`config.mk`:
```
export PLATFORM = sky130hd
export DESIGN_NAME = ser3_target
export DESIGN_NICKNAME = d
export VERILOG_FILES = /design/src/rtl/ser3_pkg.sv /design/src/rtl/ser3_sync.sv /design/src/rtl/ser3_frame.sv /design/src/rtl/ser3_regfile.sv /design/src/rtl/ser3_target.sv
export SDC_FILE = /design/constraint.sdc
export NUM_CORES = 1
export LEC_CHECK = 0
export ABC_AREA = 1
export BUFFER_PORTS_ARGS = -buffer_cell sky130_fd_sc_hd__buf_2
export CAP_MARGIN = 20
export CORE_MARGIN = 2
export CORE_UTILIZATION = 56
export DETAILED_ROUTE_END_ITERATION = 10
export PLACE_DENSITY = 0.78
export SYNTH_ARGS = -nofsm -noshare
export SYNTH_HDL_FRONTEND = slang
export SYNTH_SLANG_ARGS = --single-unit
```
`constraint.sdc`:
```
create_clock -name clk -period 5.8 [get_ports clk]
set_input_delay 0.87 -clock clk [delete_from_list [all_inputs] [get_ports clk]]
set_output_delay 0.87 -clock clk [all_outputs]
set_load 0.02 [all_outputs]
```
`src/rtl/ser3_pkg.sv`:
```
package ser3_pkg;
  localparam int WORD_W = 12;
  typedef enum logic { PH_INSTR, PH_DATA } phase_t;
endpackage

```
`src/rtl/ser3_sync.sv`:
```
module ser3_sync #(
  parameter int W = 3
) (
  input  logic         clk,
  input  logic         rst_n,
  input  logic [W-1:0] async_i,
  output logic [W-1:0] sync_o
);
  logic [W-1:0] meta_q;

  always_ff @(posedge clk or negedge rst_n) begin
    if (!rst_n) begin
      meta_q <= '0;
      sync_o <= '0;
    end else begin
      meta_q <= async_i;
      sync_o <= meta_q;
    end
  end
endmodule

```
`src/rtl/ser3_frame.sv`:
```
module ser3_frame
  import ser3_pkg::*;
#(
  parameter int W  = WORD_W,
  parameter int AW = W - 1
) (
  input  logic          clk,
  input  logic          rst_n,
  input  logic          fs_i,
  input  logic          ck_i,
  input  logic          di_i,
  input  logic [W-1:0]  rd_data_i,
  output logic [AW-1:0] rd_addr_o,
  output logic          wr_en_o,
  output logic [AW-1:0] wr_addr_o,
  output logic [W-1:0]  wr_data_o,
  output logic          dout_o,
  output logic          oe_o
);
  localparam int CW = $clog2(W);

  logic          ck_q;
  logic          ck_rise, ck_fall;
  logic [CW-1:0] bit_cnt;
  logic [W-2:0]  shreg;
  logic [W-1:0]  word_in;
  logic          word_done;
  phase_t        phase;
  logic          rd_mode;
  logic [AW-1:0] addr;
  logic [W-1:0]  osh;

  assign ck_rise   = ck_i & ~ck_q;
  assign ck_fall   = ~ck_i & ck_q;
  assign word_in   = {shreg, di_i};
  assign word_done = (bit_cnt == CW'(W - 1));

  // The instruction word addresses the first read; later words use the running address.
  assign rd_addr_o = (phase == PH_INSTR) ? word_in[AW-1:0] : addr;
  assign wr_en_o   = fs_i & ck_rise & word_done & (phase == PH_DATA) & ~rd_mode;
  assign wr_addr_o = addr;
  assign wr_data_o = word_in;

  always_ff @(posedge clk or negedge rst_n) begin
    if (!rst_n) ck_q <= 1'b0;
    else        ck_q <= ck_i;
  end

  always_ff @(posedge clk or negedge rst_n) begin
    if (!rst_n) begin
      bit_cnt <= '0;
      shreg   <= '0;
      phase   <= PH_INSTR;
      rd_mode <= 1'b0;
      addr    <= '0;
      osh     <= '0;
      dout_o  <= 1'b0;
      oe_o    <= 1'b0;
    end else if (!fs_i) begin
      // Outside a frame: drop any partial word and release the line.
      bit_cnt <= '0;
      phase   <= PH_INSTR;
      dout_o  <= 1'b0;
      oe_o    <= 1'b0;
    end else if (ck_rise) begin
      shreg <= word_in[W-2:0];
      if (word_done) begin
        bit_cnt <= '0;
        if (phase == PH_INSTR) begin
          phase   <= PH_DATA;
          rd_mode <= word_in[W-1];
          if (word_in[W-1]) begin
            osh  <= rd_data_i;
            addr <= word_in[AW-1:0] + AW'(1);
          end else begin
            addr <= word_in[AW-1:0];
          end
        end else begin
          addr <= addr + AW'(1);
          if (rd_mode) osh <= rd_data_i;
        end
      end else begin
        bit_cnt <= bit_cnt + CW'(1);
      end
    end else if (ck_fall && phase == PH_DATA && rd_mode) begin
      oe_o   <= 1'b1;
      dout_o <= osh[W-1];
      osh    <= {osh[W-2:0], 1'b0};
    end
  end
endmodule

```
`src/rtl/ser3_regfile.sv`:
```
module ser3_regfile #(
  parameter int W     = 12,
  parameter int AW    = 11,
  parameter int DEPTH = 8
) (
  input  logic             clk,
  input  logic             rst_n,
  input  logic             wr_en_i,
  input  logic [AW-1:0]    wr_addr_i,
  input  logic [W-1:0]     wr_data_i,
  input  logic [AW-1:0]    rd_addr_i,
  output logic [W-1:0]     rd_data_o,
  output logic [DEPTH*W-1:0] regs_o
);
  for (genvar g = 0; g < DEPTH; g++) begin : g_reg
    logic [W-1:0] q;
    always_ff @(posedge clk or negedge rst_n) begin
      if (!rst_n)                                     q <= '0;
      else if (wr_en_i && wr_addr_i == AW'(g))        q <= wr_data_i;
    end
    assign regs_o[g*W +: W] = q;
  end

  // Addresses at or beyond DEPTH match no entry and read as zero.
  always_comb begin
    rd_data_o = '0;
    for (int i = 0; i < DEPTH; i++)
      if (rd_addr_i == AW'(i)) rd_data_o = regs_o[i*W +: W];
  end
endmodule

```
`src/rtl/ser3_target.sv`:
```
module ser3_target
  import ser3_pkg::*;
#(
  parameter int DEPTH = 8,
  localparam int W    = WORD_W,
  localparam int AW   = W - 1
) (
  input  logic               clk,
  input  logic               rst_n,
  input  logic               frm_sync_i,
  input  logic               ser_clk_i,
  input  logic               ser_dat_i,
  output logic               ser_dat_o,
  output logic               ser_dat_oe_o,
  output logic [DEPTH*W-1:0] regs_o
);
  logic          fs_s, ck_s, di_s;
  logic [W-1:0]  rd_data;
  logic [AW-1:0] rd_addr, wr_addr;
  logic [W-1:0]  wr_data;
  logic          wr_en;

  ser3_sync #(.W(3)) u_sync (
    .clk     (clk),
    .rst_n   (rst_n),
    .async_i ({frm_sync_i, ser_clk_i, ser_dat_i}),
    .sync_o  ({fs_s, ck_s, di_s})
  );

  ser3_frame #(.W(W), .AW(AW)) u_frame (
    .clk       (clk),
    .rst_n     (rst_n),
    .fs_i      (fs_s),
    .ck_i      (ck_s),
    .di_i      (di_s),
    .rd_data_i (rd_data),
    .rd_addr_o (rd_addr),
    .wr_en_o   (wr_en),
    .wr_addr_o (wr_addr),
    .wr_data_o (wr_data),
    .dout_o    (ser_dat_o),
    .oe_o      (ser_dat_oe_o)
  );

  ser3_regfile #(.W(W), .AW(AW), .DEPTH(DEPTH)) u_regs (
    .clk       (clk),
    .rst_n     (rst_n),
    .wr_en_i   (wr_en),
    .wr_addr_i (wr_addr),
    .wr_data_i (wr_data),
    .rd_addr_i (rd_addr),
    .rd_data_o (rd_data),
    .regs_o    (regs_o)
  );
endmodule

```
==> impl_metrics.toml <==
[clock_network]
clock_path_buffers = 2
insertion_delay_ns = 0.44
h-tree-depth = 4
cts_root_buf = "clkbuf_16"
tritoncts = "yes"
holdBufCountCts = 0
clock_sinks = 145
cts.clk_slew.worst_paths_ns = 0.06
cts_made_buffers = 17
cts_resized = 0
postCtsSetupBuffers = 0

[yosys]
yosys-top-cells-area = "dfrtp_1 (51%), nand2_1 (13%), o21ai_0 (5.5%)"
synth_common_cells = "nand2_1 (243), dfrtp_1 (145), o21ai_0 (79)"
ys_warn_count = 0
synth_fp_nets = 881
synth.avg_cell_area_um2 = 8.21
synth.distinct_cells = 43
synthesis.area_um2 = 7140
synth_async_sr_flop_share_pct = 100
synth_seq_area_share_pct = 50.8
synth_edf_count = 0
syn_inst = 870
synth.most_common_cell = "nand2_1"
synthFlopType = "dfrtp_1"
yosysTopAreaCellShare_pct = 50.8
post-synth-top-area-cell = "dfrtp_1"
ys_ff_latch = 145

[setup_path]
critPathMaxStageDelay_ns = 0.88
crit_fanout = 23
crit_required_ns = 6.16
r2r_end = "u_frame.osh[1]$_DFFE_PN0P_"
crit_start = "u_frame.phase$_DFFE_PN0P_"
r2r_start = "u_frame.phase$_DFFE_PN0P_"
path_class = "flop to flop"
worst_setup_path_start_kind = "flop"
crit_chain = "nand3_1 -> nand2_1 -> inv_1 -> nor3_2 -> a21oi_1 -> nand4_1 -> nand2_1 -> a21oi_1"
worstPathArrival_ns = 3.58
critPathBufInv = 1
reg2reg_slack_ns = 2.58
ff2ff_path_depth = 8
cp_top_family = "simple AND/OR/NAND/NOR gates"
endpoint_kind = "flop"
cp_slowest_cell = "nor3_2"

[run]
max_cap_viol_count = 0

[min_path]
hp-class = "flop to flop"
hold_end = "u_sync.sync_o[0]$_DFF_PN0_"
min_from = "u_sync.meta_q[0]$_DFF_PN0_"
min_path_cells = 0

[timing]
min_period_ns = 3.22
timing.fmax_mhz = 310
slew_violations = 0
fin_setup_tns_ns = 0
rsz0062_at_grt = "no"
setup_viol_count_final = 0
fin_skew_ns = 0.0104
relSlewSlack_pct = 31.9
worst_slew_pin_slew_ns = 1.02
post-route-period-util_pct = 55.5
hold_violations = 0

[detailed_routing]
drc = 0
finalWirelength_um = 20600
drtIter0Drc = 619
vias_per_cell = 5.68
drt-pass1-iter-count = 5
antenna_left = 0
wl_per_cell_um = 18.1
vias = 6443

[pwr]
clockPowerShare_pct = 44.7
peakVddDrop_v = 0.000255
p_comb_share_pct = 13.5
switching_share_pct = 28.3
p_leak_nw = 4.01
intPower_mw = 1.86
p_sw_mw = 0.734
power.density_nw_per_um2 = 315
power_frac_seq_pct = 41.8

[place]
placed_area_um2 = 7620
hpwl_um = 13700
portBuffers = 102
routabilityCongestion = 0.920

[cells_and_area]
n_antenna_cell = 0
drive_gt1_share_pct = 18.3
area_delta_synth_final_pct = 15.6
final_area_um2 = 8250
final_nets = 961
nFillCells = 1100

[floorplan]
coreArea_um2 = 12500
start_util_pct = 57.0
fp.dieH_um = 117
die_x_um = 117
dieArea_um2 = 13700
row_count = 41
pin_count = 103

[status]
status = "complete, no violations"

[global_route]
grt_pass1_vias = 5885
antenna_found_initial = 0
grt_usage_pct = 31.8
grt_pass1_wl_um = 31700
grt_max_degree = 100
grt_overflow = 0
[registers in the layout, indices dropped and copies added (netlist names)]
name,flops
u_sync.meta_q,3
u_regs.g.q,96
u_frame.oe_o,1
u_frame.bit_cnt,4
u_sync.sync_o,3
u_frame.phase,1
u_frame.ck_q,1
u_frame.rd_mode,1
u_frame.dout_o,1
u_frame.wr_addr_o,11
u_frame.shreg,11
u_frame.osh,12
[cell families after synthesis]
group,Yosys count,synth area share (%)
buf+inv,108,7.24
mux,1,0.158
compound gates,198,15.0
xor+xnor,3,0.368
simple gates,409,25.4
flops,145,50.8
fa+ha+maj,6,1.05
[worst max-delay path by stage]
| stage | depth (start not counted) | slack (ns) | end |
|---|---|---|---|
| after floorplan | 11 | 3.88 | u_regs.g_reg[1].q[8]$_DFFE_PN0P_ |
| after global placement | 8 | 2.79 | u_frame.osh[8]$_DFFE_PN0P_ |
| after detailed placement | 8 | 2.77 | u_frame.osh[1]$_DFFE_PN0P_ |
| after CTS | 8 | 2.73 | u_frame.osh[1]$_DFFE_PN0P_ |
| after global routing | 8 | 2.37 | u_frame.osh[1]$_DFFE_PN0P_ |
| final | 8 | 2.58 | u_frame.osh[1]$_DFFE_PN0P_ |
[placed cells by master, fill, tap and decap left out, types with 2 or more instances in the layout]
master	n
nand3_1	37
clkinv_2	4
nor2_8	2
buf_4	2
inv_1	58
nand3_2	2
nor2_1	68
ha_1	6
o21ai_2	11
o22ai_1	3
nor2_2	2
xor2_1	3
nand2_1	243
clkbuf_16	17
nor3_1	18
o21ai_1	39
nor2_4	4
bufinv_16	3
buf_2	101
nand4_1	18
nand2_2	6
clkbuf_8	6
o21bai_1	2
nor4_1	2
nor4_4	2
o211ai_1	2
a31oi_1	6
o21ai_0	79
a21oi_1	51
dfrtp_1	145
inv_2	5
[per-layer routing]
layer | GRT usage [%] | wire length (µm)
met3 | 9.17 | 1760
met4 | 13.0 | 625
met5 | 0 | 0
met2 | 49.4 | 9670
met1 | 42.2 | 8520
[power by group through the flow]
| stage | sequential, mW | combinational (mW) | clock, mW |
|---|---|---|---|
| final | 1.09 | 0.350 | 1.16 |
| after global routing | 1.09 | 0.386 | 1.21 |
| after CTS | 1.08 | 0.345 | 1.17 |
| after detailed placement | 1.10 | 0.344 | 0 |
| after global placement | 1.10 | 0.339 | 0 |
| after floorplan | 1.09 | 0.239 | 0 |
[final cells by class]
cell class / instances / area (µm²) / area share [%]
timing repair buffer: 104 / 532 / 6.45
tap: 172 / 215 / 2.61
clock inverter: 9 / 126 / 1.53
inverter: 65 / 246 / 2.99
multi-input combinational: 617 / 2990 / 36.3
sequential: 145 / 3630 / 44.0
clock buffer: 23 / 508 / 6.16
[metrics by stage]
stage                     worst slack [ns]  utilization, %  cells  power [mW]  hold WS, ns
after CTS                             2.73            65.9   1135        2.60        0.355
after global placement                2.79            60.8   1103        1.44        0.335
final                                 2.58            65.9   1135        2.60        0.352
after detailed placement              2.77            60.8   1103        1.45        0.342
after floorplan                       3.88               -    870        1.33        0.331
after global routing                  2.37            65.9   1135        2.68        0.367
No activity file was read; power rests on OpenSTA's default activity.
